### src/rtl/wsg_pkg.sv
package wsg_pkg;

  // Default chain length; the largest wait setting is one less.
  localparam int WSG_STAGES = 8;

  // Chain stage whose value ends a wait of the given length.
  function automatic int tap_index(input int waits);
    return waits - 1;
  endfunction

  // A setting of zero needs no wait states at all.
  function automatic bit no_waits(input int waits);
    return (waits == 0);
  endfunction

endpackage

### src/rtl/wsg_shift_chain.sv
module wsg_shift_chain #(
  parameter int STAGES = wsg_pkg::WSG_STAGES
) (
  input  logic              clk,
  input  logic              rst_n,
  input  logic              clr,
  output logic [STAGES-1:0] chain
);

  // Cleared to zeros at cycle start or deselect; otherwise a one enters
  // stage 0 each clock and the zeros move up and out of the top.
  always_ff @(posedge clk or negedge rst_n) begin
    if (!rst_n) begin
      chain <= '0;
    end else if (clr) begin
      chain <= '0;
    end else begin
      chain <= {chain[STAGES-2:0], 1'b1};
    end
  end

  // the filled part of the chain only grows by one stage per clock.
  a_r5_one_stage_per_clock: assert property (@(posedge clk) disable iff (!rst_n)
    !clr |=> ($countones(chain) <= $countones($past(chain)) + 1));

endmodule

### src/rtl/wsg_count_latch.sv
module wsg_count_latch #(
  parameter int CW = 3
) (
  input  logic          clk,
  input  logic          rst_n,
  input  logic          load,
  input  logic [CW-1:0] d,
  output logic [CW-1:0] q
);

  always_ff @(posedge clk or negedge rst_n) begin
    if (!rst_n) begin
      q <= '0;
    end else if (load) begin
      q <= d;
    end
  end

  // the stored setting moves only on a cycle-start edge.
  a_r3_hold_between_starts: assert property (@(posedge clk) disable iff (!rst_n)
    !load |=> $stable(q));

endmodule

### src/rtl/wsg_tap_select.sv
module wsg_tap_select #(
  parameter int STAGES = wsg_pkg::WSG_STAGES,
  parameter int CW     = $clog2(STAGES)
) (
  input  logic [STAGES-1:0] chain,
  input  logic [CW-1:0]     waits,
  output logic              tap_hi,
  output logic              bypass
);

  localparam int TAPS = STAGES - 1;

  logic [TAPS-1:0] hit;

  // One comparator per selectable tap; the setting picks at most one.
  for (genvar gi = 0; gi < TAPS; gi++) begin : g_tap
    assign hit[gi] = (int'(waits) == gi + 1) &&
                     chain[wsg_pkg::tap_index(gi + 1)];
  end

  assign tap_hi = |hit;
  assign bypass = wsg_pkg::no_waits(int'(waits));

endmodule

### src/rtl/wait_inserter.sv
module wait_inserter #(
  parameter int STAGES = wsg_pkg::WSG_STAGES,
  parameter int CW     = $clog2(STAGES)
) (
  input  logic          clk,
  input  logic          rst_n,
  input  logic          sel_n,
  input  logic          cyc_start,
  input  logic [CW-1:0] wait_sel,
  output logic          rdy
);

  logic              chain_clr;
  logic [STAGES-1:0] chain;
  logic [CW-1:0]     waits_q;
  logic              waits_done;
  logic              no_wait;

  assign chain_clr = cyc_start | sel_n;

  wsg_shift_chain #(.STAGES(STAGES)) u_chain (
    .clk   (clk),
    .rst_n (rst_n),
    .clr   (chain_clr),
    .chain (chain)
  );

  wsg_count_latch #(.CW(CW)) u_cnt (
    .clk   (clk),
    .rst_n (rst_n),
    .load  (cyc_start),
    .d     (wait_sel),
    .q     (waits_q)
  );

  wsg_tap_select #(.STAGES(STAGES), .CW(CW)) u_tap (
    .chain  (chain),
    .waits  (waits_q),
    .tap_hi (waits_done),
    .bypass (no_wait)
  );

  assign rdy = cyc_start | sel_n | no_wait | waits_done;

  // an unselected device never holds the bus.
  a_r2_deselect_ready: assert property (@(posedge clk) disable iff (!rst_n)
    sel_n |-> rdy);

  // zero setting never stretches a cycle.
  a_r4_zero_no_wait: assert property (@(posedge clk) disable iff (!rst_n)
    (waits_q == '0) |-> rdy);

  // ready is high during the cycle-start state.
  a_r7_start_ready: assert property (@(posedge clk) disable iff (!rst_n)
    cyc_start |-> rdy);

  // first state after cycle start is a wait when the setting is non-zero.
  a_r5_first_wait: assert property (@(posedge clk) disable iff (!rst_n)
    ($past(cyc_start) && !cyc_start && !sel_n && waits_q != '0) |-> !rdy);

  // once released, ready stays high while the device stays selected.
  a_r6_stays_high: assert property (@(posedge clk) disable iff (!rst_n)
    (rdy && !cyc_start && !sel_n) |=> rdy);

endmodule

### config.mk
export PLATFORM = sky130hd
export DESIGN_NAME = wait_inserter
export DESIGN_NICKNAME = d
export VERILOG_FILES = /design/src/rtl/wsg_pkg.sv /design/src/rtl/wsg_shift_chain.sv /design/src/rtl/wsg_count_latch.sv /design/src/rtl/wsg_tap_select.sv /design/src/rtl/wait_inserter.sv
export SDC_FILE = /design/constraint.sdc
export NUM_CORES = 1
export LEC_CHECK = 0
export BUFFER_PORTS_ARGS = -buffer_cell sky130_fd_sc_hd__buf_4
export CAP_MARGIN = 25
export CORE_AREA = 2 2 39 41
export DETAILED_ROUTE_END_ITERATION = 12
export DIE_AREA = 0 0 41 43
export GPL_TIMING_DRIVEN = 1
export PLACE_DENSITY = 0.53
export SYNTH_ARGS = -nofsm -noshare
export SYNTH_HDL_FRONTEND = slang
export SYNTH_SLANG_ARGS = --single-unit
### constraint.sdc
create_clock -name clk -period 1.4 [get_ports clk]
set_clock_uncertainty 0.2 [all_clocks]
set_input_delay 0.07 -clock clk [delete_from_list [all_inputs] [get_ports clk]]
set_output_delay 0.07 -clock clk [all_outputs]
set_load 0.02 [all_outputs]
; ---- Word-level counts from Yosys, hierarchy flattened
; Cells that the tools add are included.
[word_totals]
out_inout_bits = 1
input_bits = 7
ff_bits = 10
[op_classes]
n_mux = 1
n_eq_ne = 7
n_reduce_logical = 9
bitwise_logic = 3
[ops]
columns = op, n
row1 = "3-bit equality test, second input constant", 4
row2 = 1-bit logical AND, 7
row3 = 7-bit 2-to-1 mux, 1
row4 = 7-bit OR reduction, 1
row5 = "3-bit by 2-bit equality test with 1-bit output, second input constant", 2
row6 = "3-bit by 1-bit equality test with 1-bit output, second input constant", 1
row7 = 3-bit logical NOT, 1
row8 = 1-bit OR, 3

; ---- Logic depth before layout (Yosys ltp)
[depth]
word_depth = 4
depth_mapped = 3
depth_no_buf = 3

; ---- Modules after synthesis
; From an unflattened synthesis, not the netlist that was laid out.
[hier_totals]
hier_cells = 30
hier_area_um2 = 439.2
[by_module_without_submodules]
columns = module, n_inst, area_per_inst_um2, seq_area_each_um2, cells_per_inst
row1 = wsg_shift_chain, 1, 247.7, 200.2, 16
row2 = wsg_count_latch, 1, 108.9, 75.1, 6
row3 = wsg_tap_select, 1, 68.8, 0.0, 6
row4 = wait_inserter, 1, 13.8, 0.0, 2

; ---- Worst setup path before layout
; Ideal clock, no wire load.
[synth_path]
path_kind = register to output
from = register u_cnt.q[1]
to = output port rdy
t_required_ns = 1.130
path_slack_ns = 0.001
path_buffers = 0
t_arrival_ns = 1.129
stages_incl_launch_ff = 4
cell_sequence = dfrtp_1 > mux4_2 > nand2_1 > nand3_1
[synth_via]
elab_chain_len = 4
word_cells_on_any_way = 18
[synth_lines]
columns = item, line
row1 = "start, declared", wsg_count_latch.sv:8  ; output logic [CW-1:0] q
row2 = "start signal, assigned", wsg_count_latch.sv:13  ; q <= '0;
row3 = "start signal, assigned", wsg_count_latch.sv:15  ; q <= d;
row4 = 3-bit by 2-bit equality test with 1-bit output (tied with other cells), wsg_tap_select.sv:17  ; assign hit[gi] = (int'(waits) == gi + 1) &&
row5 = 1-bit logical AND, wsg_tap_select.sv:17
row6 = 7-bit OR reduction, wsg_tap_select.sv:21  ; assign tap_hi = |hit;
row7 = 1-bit OR (*), wait_inserter.sv:43  ; assign rdy = cyc_start | sel_n | no_wait | waits_done;
row8 = "end, declared", wait_inserter.sv:10  ; output logic rdy
; Mark *: on every way between the ends. The rest lies on a longest branch, timed or not.

; ---- Worst setup path in the final report
; Same ends and word-level chain as after synthesis.

==> summary.md <==
| Metric | Value |
|---|---|
| Result of the run | `complete, but fails checks` |
| Violated checks | `negative setup slack` |
| Kind of end point of the critical path | `output pin` |
| Util after Layout | `0.420` |
| Worst flop-to-flop path startpoint | `u_cnt.q[1]` |
| Port bufs | `7` |
| Synthesis-to-finish area growth | `52.0%` |
| Largest voltage drop on the vdd net | `607 uV` |
| Total GRT Usage | `0.116` |
| Vias | `267` |
| Die Wd | `41 microns` |
| Total power after layout | `568 uW` |
| Maximum number of pins on one net before global-route repair | `11` |
| Sequential area share after synthesis | `0.654` |
| Number of antenna diodes | `0` |
| Setup TNS after final layout | `-0.335 ns` |
| Leading cell types in the layout, fill and taps excluded | `sky130_fd_sc_hd__dfrtp_1, sky130_fd_sc_hd__buf_4, sky130_fd_sc_hd__dlygate4sd3_1, sky130_fd_sc_hd__and2_1` |
| Int Power | `450 uW` |
| Number of antenna-violating nets in the routed design | `0` |
| Fraction of final layout cells with drive strength greater than 1 | `0.348` |
| Yosys top cell by area | `sky130_fd_sc_hd__dfrtp_1` |
| Lkg Pwr | `0.277 nW` |
| Clock slew at reported path FFs | `0.06 ns` |
| Global-route wire length before repair | `1300 microns` |
| Global routing met2 resource utilization | `0.181` |
| Syn_nets | `33` |
| Part of the cycle the worst path needs | `1.24` |
| Core Box Area | `0.00138 sq mm` |
| Pwr dens | `976 mW/mm^2` |
| Vias per cell | `4.31` |
| Count of endpoints failing setup in the final report | `1` |
| Flop and latch count out of synthesis | `10` |
| Starting density of the core | `0.277` |
| Met3 track utilization from global routing | `0.0314` |
| Worst Reg-to-Reg Cells | `2` |
| Post-placement cell area | `463 sq um` |
| Die height | `43 microns` |
| Depth of the CTS H-tree | `1` |
| Total die area | `0.00176 sq mm` |
| Hold Vio Cnt, Final | `0` |
| Critical Path Fanout Max | `3` |
| Max-capacitance violation count | `0` |
| Number of sinks on the clock net | `10` |
| Clock period minus final worst setup slack | `1.74 ns` |
| Number of clock buffers inserted by TritonCTS | `3` |
| Synth Area per Inst | `14.7 sq um` |
| CTS max path bufs | `2` |
| Net count of the finished layout | `55` |
| CP Launch Type | `flop` |
| GP Congestion | `0.745` |
| Worst hold endpoint | `u_chain.chain[4]` |
| Hold path startpoint | `u_chain.chain[3]` |
| Arrival time at the worst endpoint | `1.47 ns` |
| First DRT Iteration DRCs | `2` |
| Layout Cell Area excl Fill | `582 sq um` |
| Max Clk Rate | `0.576 GHz` |
| Worst slack at placement | `-0.135 ns` |
| Busiest layer in global routing | `met2` |
| Drt pass-1 iters | `4` |
| Syn. warnings | `0` |
| Min-Delay Path Class | `flop to flop` |
| NetSw | `118 uW` |
| GRT Residual Overflow | `0` |
| IO Pins | `8` |
| Top cells by area, synth | `sky130_fd_sc_hd__dfrtp_1, sky130_fd_sc_hd__and2_1, sky130_fd_sc_hd__mux2_1, sky130_fd_sc_hd__mux4_2, sky130_fd_sc_hd__mux2i_1` |
| Top-area cell type share of the netlist area | `0.654` |
| Comb pwr share | `0.139` |
| Clock tree from TritonCTS | `yes` |
| Routing usage on met1 | `0.149` |
| Gate count of the mapped netlist | `26` |
| Setup repair after global routing missed its margin | `yes` |
| Post-synth design cell area | `383 sq um` |
| Register share of total power | `0.548` |
| Crit Reg-Reg Endpoint | `u_cnt.q[1]` |
| Worst-Skew Late Latency | `0.25 ns` |
| Max-slew violation count | `0` |
| Most common cell after layout, fill and taps aside | `sky130_fd_sc_hd__dfrtp_1` |
| Register-to-register setup slack | `0.25 ns` |
| Routed WL per cell | `12.4 microns` |
| Data required, critical path | `1.13 ns` |
| Overall routed net length | `767 microns` |
| Final worst slack | `-0.335 ns` |
| Via count of the first global-routing pass | `276` |
| Switching fraction of total power | `0.207` |
| Number of cells on the worst hold path | `1` |
| CTS root buffer | `sky130_fd_sc_hd__clkbuf_4` |
| Proportion of power drawn by the clock network | `0.313` |
| Number of rows created at floorplan | `14` |
| Count of distinct cell types in the synthesized netlist | `10` |
| Critical path class | `flop to output pin` |
| Transition time at the pin with the least slew margin | `0.164 ns` |
| Worst slew margin relative to its limit | `0.887` |
| Number of DRC violations after detailed routing | `0` |
| Antenna violations before repair | `0` |
[synth_stat cells]
library cell / number
sky130_fd_sc_hd__nor2_1: 1
sky130_fd_sc_hd__nand3_1: 1
sky130_fd_sc_hd__mux4_2: 1
sky130_fd_sc_hd__a211o_1: 1
sky130_fd_sc_hd__nand2_1: 1
sky130_fd_sc_hd__mux2_1: 3
sky130_fd_sc_hd__mux2i_1: 1
sky130_fd_sc_hd__and2_1: 6
sky130_fd_sc_hd__nor3b_1: 1
sky130_fd_sc_hd__dfrtp_1: 10
[cell type report]
cell class	instances	area (sq um)
fillers	132	802
flip-flops and latches	10	250
repair buffers	17	149
multi-input cells	16	140
clock buffers	3	22.5
well taps	16	20.0
[flip-flops by register name (all words and copies together) (netlist names)]
register and cells:
u_chain.chain 7, u_cnt.q 3
[power by group through the flow]
stage          combinational, mW  sequential (mW)  clock (mW)
2_1_floorplan             0.0232            0.313           0
3_3_place_gp              0.0491            0.316           0
3_5_place_dp              0.0513            0.317           0
4_1_cts                   0.0752            0.312       0.183
5_1_grt                   0.0869            0.312       0.199
6_report                  0.0788            0.311       0.178
[worst max-delay path by stage]
stage,startpoint,end,slack [ns],cells after the start
after CTS,u_cnt.q[1],rdy,-0.37,4
after global placement,u_cnt.q[1],rdy,-0.09,4
after detailed placement,u_cnt.q[1],rdy,-0.13,4
after floorplan,u_cnt.q[1],rdy,0.0006,3
after global routing,u_cnt.q[1],rdy,-0.40,4
final,u_cnt.q[1],rdy,-0.34,4
[repair_timing]
item,CTS,global route
resized for setup,3,0
hold buffers,7,1
gates cloned,0,0
setup buffers,1,1
pin swaps,1,0
setup endpoints to repair,1,11
endpoints found under the hold margin,14,10
[kinds of logic (layout without fill, tap and decap cells)]
kind of cell	Yosys count	in the layout	share of synthesized area
AO/OA/AOI/OAI	1	1	0.0229
flip-flops	10	10	0.654
buffers and inverters	0	20	0
multiplexers	5	5	0.173
AND/OR/NAND/NOR	10	10	0.150
[critical path, cell delays in order, from the launching register on]
cell and delay [ns]:
sky130_fd_sc_hd__dfrtp_1 0.40, sky130_fd_sc_hd__mux4_2 0.53, sky130_fd_sc_hd__nand2_2 0.08, sky130_fd_sc_hd__nand3_2 0.07, sky130_fd_sc_hd__buf_6 0.14
[metrics by stage]
step / hold WS (ns) / instances
2_1_floorplan: -0.426 / 26
3_3_place_gp: -0.299 / 50
3_5_place_dp: -0.298 / 50
4_1_cts: 0.288 / 61
5_1_grt: 0.317 / 62
6_report: 0.285 / 62
[routing by layer]
metal | part of all wire | up-vias
li1 | - | 129
met1 | 0.43 | 125
met2 | 0.51 | 11
met3 | 0.047 | 2
met4 | 0.0065 | 0
met5 | 0 | -
Power figures use the tool's default switching activity.
